## config.mk

```make
export PLATFORM = sky130hd
export DESIGN_NAME = pt_walker
export DESIGN_NICKNAME = d
export VERILOG_FILES = /design/src/rtl/pw_pkg.sv /design/src/rtl/pw_va_check.sv /design/src/rtl/pw_index_sel.sv /design/src/rtl/pw_entry_addr.sv /design/src/rtl/pt_walker.sv
export SDC_FILE = /design/constraint.sdc
export NUM_CORES = 1
export LEC_CHECK = 0
export ABC_AREA = 1
export BUFFER_PORTS_ARGS = -buffer_cell sky130_fd_sc_hd__buf_2
export CAP_MARGIN = 20
export CORE_ASPECT_RATIO = 2
export CORE_UTILIZATION = 54
export CTS_BUF_LIST = sky130_fd_sc_hd__clkbuf_4 sky130_fd_sc_hd__clkbuf_8
export CTS_CLUSTER_DIAMETER = 150
export DETAILED_ROUTE_END_ITERATION = 16
export PLACE_DENSITY = 0.89
export SYNTH_ARGS = -nofsm -noshare
export SYNTH_HDL_FRONTEND = slang
export SYNTH_SLANG_ARGS = --single-unit
```

## constraint.sdc

```tcl
create_clock -name clk -period 5.04 [get_ports clk]
set_clock_uncertainty 0.1 [all_clocks]
set_input_delay 0.252 -clock clk [delete_from_list [all_inputs] [get_ports clk]]
set_output_delay 0.252 -clock clk [all_outputs]
set_load 0.05 [all_outputs]
```

## src/rtl/pw_pkg.sv

```systemverilog
package pw_pkg;
  localparam int unsigned PW_ADDR_W  = 64;
  localparam int unsigned PW_VA_W    = 48;
  localparam int unsigned PW_PPN_W   = 40;
  localparam int unsigned PW_OFF_W   = 12;
  localparam int unsigned PW_IDX_W   = 9;
  localparam int unsigned PW_LEVELS  = 4;
  localparam int unsigned PW_ENTRY_B = 8;
  localparam int unsigned PW_DATA_W  = 64;

  typedef enum logic [1:0] {
    ST_IDLE  = 2'd0,
    ST_ISSUE = 2'd1,
    ST_WAIT  = 2'd2,
    ST_RESP  = 2'd3
  } walk_state_e;
endpackage

```

## src/rtl/pw_va_check.sv

```systemverilog
module pw_va_check #(
  parameter int unsigned ADDR_W = 64,
  parameter int unsigned VA_W   = 48
) (
  input  logic [ADDR_W-1:0] va,
  output logic              canonical
);
  localparam int unsigned TOP_W = ADDR_W - VA_W + 1;
  logic [TOP_W-1:0] top_bits;
  assign top_bits  = va[ADDR_W-1:VA_W-1];
  assign canonical = (&top_bits) | ~(|top_bits);
endmodule

```

## src/rtl/pw_index_sel.sv

```systemverilog
module pw_index_sel #(
  parameter int unsigned VA_W   = 48,
  parameter int unsigned OFF_W  = 12,
  parameter int unsigned IDX_W  = 9,
  parameter int unsigned LEVELS = 4,
  localparam int unsigned LVL_W = (LEVELS > 1) ? $clog2(LEVELS) : 1
) (
  input  logic [VA_W-1:0]  va,
  input  logic [LVL_W-1:0] level,
  output logic [IDX_W-1:0] idx
);
  logic [IDX_W-1:0] slice [LEVELS];
  for (genvar g = 0; g < LEVELS; g++) begin : g_lvl
    assign slice[g] = va[OFF_W + IDX_W*g +: IDX_W];
  end
  assign idx = slice[level];
endmodule

```

## src/rtl/pw_entry_addr.sv

```systemverilog
module pw_entry_addr #(
  parameter int unsigned PPN_W   = 40,
  parameter int unsigned OFF_W   = 12,
  parameter int unsigned IDX_W   = 9,
  parameter int unsigned ENTRY_B = 8,
  localparam int unsigned PA_W   = PPN_W + OFF_W,
  localparam int unsigned SHIFT  = $clog2(ENTRY_B)
) (
  input  logic [PPN_W-1:0] base,
  input  logic [IDX_W-1:0] idx,
  output logic [PA_W-1:0]  addr
);
  logic [PA_W-1:0] base_byte;
  logic [PA_W-1:0] step;
  assign base_byte = {base, {OFF_W{1'b0}}};
  assign step      = PA_W'(idx) << SHIFT;
  assign addr      = base_byte + step;
endmodule

```

## src/rtl/pt_walker.sv

```systemverilog
module pt_walker
  import pw_pkg::*;
#(
  parameter int unsigned ADDR_W  = PW_ADDR_W,
  parameter int unsigned VA_W    = PW_VA_W,
  parameter int unsigned PPN_W   = PW_PPN_W,
  parameter int unsigned OFF_W   = PW_OFF_W,
  parameter int unsigned IDX_W   = PW_IDX_W,
  parameter int unsigned LEVELS  = PW_LEVELS,
  parameter int unsigned ENTRY_B = PW_ENTRY_B,
  parameter int unsigned DATA_W  = PW_DATA_W,
  localparam int unsigned PA_W   = PPN_W + OFF_W,
  localparam int unsigned LVL_W  = (LEVELS > 1) ? $clog2(LEVELS) : 1
) (
  input  logic              clk,
  input  logic              rst,
  input  logic              req_valid,
  output logic              req_ready,
  input  logic [ADDR_W-1:0] req_va,
  input  logic [PPN_W-1:0]  root_ppn,
  output logic              mem_req_valid,
  input  logic              mem_req_ready,
  output logic [PA_W-1:0]   mem_req_addr,
  input  logic              mem_rsp_valid,
  input  logic [DATA_W-1:0] mem_rsp_data,
  output logic              rsp_valid,
  input  logic              rsp_ready,
  output logic [PA_W-1:0]   rsp_pa,
  output logic              rsp_fault,
  output logic              rsp_noncanon,
  output logic [LVL_W-1:0]  rsp_level
);
  localparam logic [LVL_W-1:0] TOP_LVL = LVL_W'(LEVELS - 1);

  walk_state_e       state;
  logic [VA_W-1:0]   va_q;
  logic [PPN_W-1:0]  base_q;
  logic [LVL_W-1:0]  lvl_q;
  logic              canon;
  logic [IDX_W-1:0]  cur_idx;
  logic [PA_W-1:0]   entry_addr;
  logic              ent_present;
  logic [PPN_W-1:0]  ent_ppn;

  pw_va_check #(.ADDR_W(ADDR_W), .VA_W(VA_W)) u_va_check (
    .va        (req_va),
    .canonical (canon)
  );

  pw_index_sel #(.VA_W(VA_W), .OFF_W(OFF_W), .IDX_W(IDX_W), .LEVELS(LEVELS)) u_index_sel (
    .va    (va_q),
    .level (lvl_q),
    .idx   (cur_idx)
  );

  pw_entry_addr #(.PPN_W(PPN_W), .OFF_W(OFF_W), .IDX_W(IDX_W), .ENTRY_B(ENTRY_B)) u_entry_addr (
    .base (base_q),
    .idx  (cur_idx),
    .addr (entry_addr)
  );

  assign ent_present   = mem_rsp_data[0];
  assign ent_ppn       = mem_rsp_data[OFF_W +: PPN_W];
  assign req_ready     = (state == ST_IDLE);
  assign mem_req_valid = (state == ST_ISSUE);
  assign mem_req_addr  = entry_addr;

  always_ff @(posedge clk) begin
    if (rst) begin
      state        <= ST_IDLE;
      va_q         <= '0;
      base_q       <= '0;
      lvl_q        <= TOP_LVL;
      rsp_valid    <= 1'b0;
      rsp_pa       <= '0;
      rsp_fault    <= 1'b0;
      rsp_noncanon <= 1'b0;
      rsp_level    <= '0;
    end else begin
      unique case (state)
        ST_IDLE: begin
          if (req_valid) begin
            va_q   <= req_va[VA_W-1:0];
            base_q <= root_ppn;
            lvl_q  <= TOP_LVL;
            if (!canon) begin
              rsp_valid    <= 1'b1;
              rsp_pa       <= '0;
              rsp_fault    <= 1'b1;
              rsp_noncanon <= 1'b1;
              rsp_level    <= TOP_LVL;
              state        <= ST_RESP;
            end else begin
              state <= ST_ISSUE;
            end
          end
        end
        ST_ISSUE: begin
          if (mem_req_ready) state <= ST_WAIT;
        end
        ST_WAIT: begin
          if (mem_rsp_valid) begin
            if (!ent_present) begin
              rsp_valid    <= 1'b1;
              rsp_pa       <= '0;
              rsp_fault    <= 1'b1;
              rsp_noncanon <= 1'b0;
              rsp_level    <= lvl_q;
              state        <= ST_RESP;
            end else if (lvl_q == '0) begin
              rsp_valid    <= 1'b1;
              rsp_pa       <= {ent_ppn, va_q[OFF_W-1:0]};
              rsp_fault    <= 1'b0;
              rsp_noncanon <= 1'b0;
              rsp_level    <= '0;
              state        <= ST_RESP;
            end else begin
              base_q <= ent_ppn;
              lvl_q  <= lvl_q - 1'b1;
              state  <= ST_ISSUE;
            end
          end
        end
        ST_RESP: begin
          if (rsp_ready) begin
            rsp_valid <= 1'b0;
            state     <= ST_IDLE;
          end
        end
        default: state <= ST_IDLE;
      endcase
    end
  end
endmodule

```

==> results.sh <==
export IMPL_status="completed"
export IMPL_grt_pass1_wl_mm=42.1
export IMPL_power_leakage_nw=5.14
export IMPL_drtPass1Iterations=6
export IMPL_via_per_inst=5.65
export IMPL_multi_input_area_mm2=0.00307
export IMPL_cts_max_level=4
export IMPL_crit_fanout=72
export IMPL_synth_largest_area_cell="dfxtp_1"
export IMPL_clock_sinks=149
export IMPL_postCtsSetupBuffers=0
export IMPL_rsz0062_at_grt="false"
export IMPL_wirelength_mm=26.9
export IMPL_drt_iter0_drc=790
export IMPL_synth_top_area_share_pct=43.8
export IMPL_insertion_delay_ns=0.45
export IMPL_fmax_mhz=261
export IMPL_grt_usage_pct=42.4
export IMPL_drc=0
export IMPL_cp_buffers_inverters=6
export IMPL_syn_area_per_cell_um2=6.53
export IMPL_clk_pin_slew_worst_paths_ns=0.09
export IMPL_grt_max_degree=97
export IMPL_required_ns=5.33
export IMPL_area_growth_syn_to_layout_pct=43.9
export IMPL_grt_overflow=0
export IMPL_crit_top_cell="inv_2"
export IMPL_coreArea_mm2=0.0122
export IMPL_critPathKind="reg2reg"
export IMPL_fin_ws_ns=1.20
export IMPL_cts_buffer_depth=2
export IMPL_arrival_ns=4.12
export IMPL_cp_start_kind="flop"
export IMPL_rows=57
export IMPL_synth_main_ff_cell="dfxtp_1"
export IMPL_io_buffers=258
export IMPL_min_period_ns=3.84
export IMPL_whs_ns=0.0337
export IMPL_fillers=737
export IMPL_ios=285
export IMPL_dieHeight_um=161
export IMPL_cts_root_buf="clkbuf_8"
export IMPL_wire_per_inst_um=17.4
export IMPL_finalSetupViolations=0
export IMPL_fin_util_pct=80.5
export IMPL_ant_nets=0
export IMPL_die_x_um=81.5
export IMPL_syn_area_mm2=0.00682
export IMPL_cp_top_family="buffers and inverters"
export IMPL_tritoncts="done"
export IMPL_setup_tns_ns=0
export IMPL_final_layout_size_suffix_gt1_share_pct=22.4
export IMPL_ys_seq_area_share_pct=43.8
export IMPL_critPathCaptureType="flop"
export IMPL_initial_utilization_pct=55.9
export IMPL_drv_cap=0
export IMPL_cp_slowest_cell="nand2_2"
export IMPL_pwr_density_cell_mw_per_mm2=542
export IMPL_regArea_mm2=0.00298
export IMPL_cp_cell_sequence="inv_2, nand2_2, inv_2, buf_4, nand2_1, nand3_1, inv_2, buf_12, o21ai_0, a31oi_1, dlygate4sd3_1"
export IMPL_syn_inst=1044
export IMPL_vias=8718
export IMPL_slew_limit_headroom_pct=36.2
export IMPL_pre_cts_ws_ns=1.56
export IMPL_gp_congestion=0.825
export IMPL_ctsResizeCount=0
export IMPL_dp_hpwl_mm=13.7
export IMPL_ys_ff_latch=149
export IMPL_yosysWarnings=0
export IMPL_critPathMaxStageDelay_ns=0.70
export IMPL_fin_crit_sh_pct=76.1
export IMPL_hold_buffers=126
export IMPL_synth_area_leaders="dfxtp_1 44%, nand2_1 15%, nor2_1 11%"
export IMPL_synth_edf_count=0
export IMPL_async_reset_ff_share_pct=0
export IMPL_hold_viol=0
export IMPL_numCtsBuffers=17
export IMPL_drv_slew=0
export IMPL_ys_types=27
export IMPL_antenna_found_initial=2
export IMPL_tightest_slew_ns=0.954
export IMPL_grt_pass1_vias=8703
export IMPL_dieArea_mm2=0.0131
export IMPL_min_path_type="in2reg"
export IMPL_peakVddDrop_v=0.000365
export IMPL_layout_nets=1558
cells by family (layout without fill, tap and decap cells):
logic type / after synthesis / after routing / share of synthesized area, %
simple gates: 528 / 528 / 31.5
buf+inv: 201 / 548 / 11.5
compound gates: 164 / 164 / 13.1
flops: 149 / 149 / 43.8
fa+ha+maj: 1 / 1 / 0.183
other cells: 1 / 5 / 0.0550
worst paths after layout:
| kind | startpoint | endpoint | slack, ns | cells after the start |
|---|---|---|---|---|
| setup / recovery | state[0]$_SDFFE_PP0P_ | base_q[23]$_SDFFE_PP0P_ | 1.20 | 11 |
| setup reg to reg | state[0]$_SDFFE_PP0P_ | base_q[23]$_SDFFE_PP0P_ | 1.20 | 11 |
| hold reg to reg | rsp_pa[7]$_SDFFE_PP0P_ | rsp_pa[7]$_SDFFE_PP0P_ | 0.41 | 4 |
| hold / removal | mem_rsp_data[15] | base_q[3]$_SDFFE_PP0P_ | 0.03 | 3 |
layout make-up:
type | instances | share of cell area (%)
multi-input combinational | 696 | 31.3
antenna | 2 | 0.0510
clock inverter | 12 | 2.10
sequential | 149 | 30.4
clock buffer | 17 | 2.38
inverter | 124 | 4.76
tap | 147 | 1.87
timing repair buffer | 395 | 27.1
layout by cell type, fill, tap and decap left out, drive strengths merged:
cell and n:
nand4 54, ha 1, o21ai 110, a31oi 40
or2 2, a21o 1, buf 268, clkinv 7
clkbuf 17, a21oi 1, diode 2, o211ai 2
bufinv 5, nand2 268, dfxtp 149, conb 3
o31ai 1, dlygate4sd3 127, nor3 2, clkinvlp 1
nor2 196, inv 123, o22ai 9, nand3 6
registers in the layout, summed over array words and instances, names as in the netlist:
signal,count
rsp_pa,52
va_q,48
base_q,40
lvl_q,2
rsp_level,2
state,2
rsp_fault,1
rsp_noncanon,1
rsp_valid,1
per-stage QoR:
stage | instances | power, mW | instance area, um2
final | 1542 | 5.32 | 9810
after global routing | 1542 | 5.59 | 9810
after floorplan | 1046 | 3.40 | 6830
after global placement | 1382 | 3.90 | 8060
after detailed placement | 1382 | 3.95 | 8060
after CTS | 1537 | 5.16 | 9760
Yosys cell counts, types with 2 or more instances:
master / instances
nand2_1: 266
nor2_1: 195
dfxtp_1: 149
inv_1: 118
o21ai_0: 108
nand4_1: 54
clkbuf_1: 53
a31oi_1: 40
buf_2: 13
o22ai_1: 9
buf_1: 8
inv_2: 5
nand3_1: 5
buf_4: 3
nand2_2: 2
nor3_1: 2
o211ai_1: 2
o21ai_1: 2
or2_2: 2
power by group:
part | internal [mW] | switching [mW] | total, mW
Sequential | 1.46 | 0.188 | 1.65
Combinational | 0.716 | 1.88 | 2.60
Clock | 0.585 | 0.479 | 1.06
worst min-delay path, cell delays in order:
cell,delay [ns]
buf_2,0.13
nand2_1,0.07
a31oi_1,0.08
layer usage:
| metal | vias up | wire [um] | global-route usage [%] |
|---|---|---|---|
| li1 | 3962 | - | - |
| met1 | 3841 | 8700 | 42.7 |
| met2 | 719 | 13200 | 68.8 |
| met3 | 196 | 2760 | 14.7 |
| met4 | 0 | 2180 | 33.4 |
| met5 | - | 0 | 0 |
No activity file was read; power rests on OpenSTA's default activity.
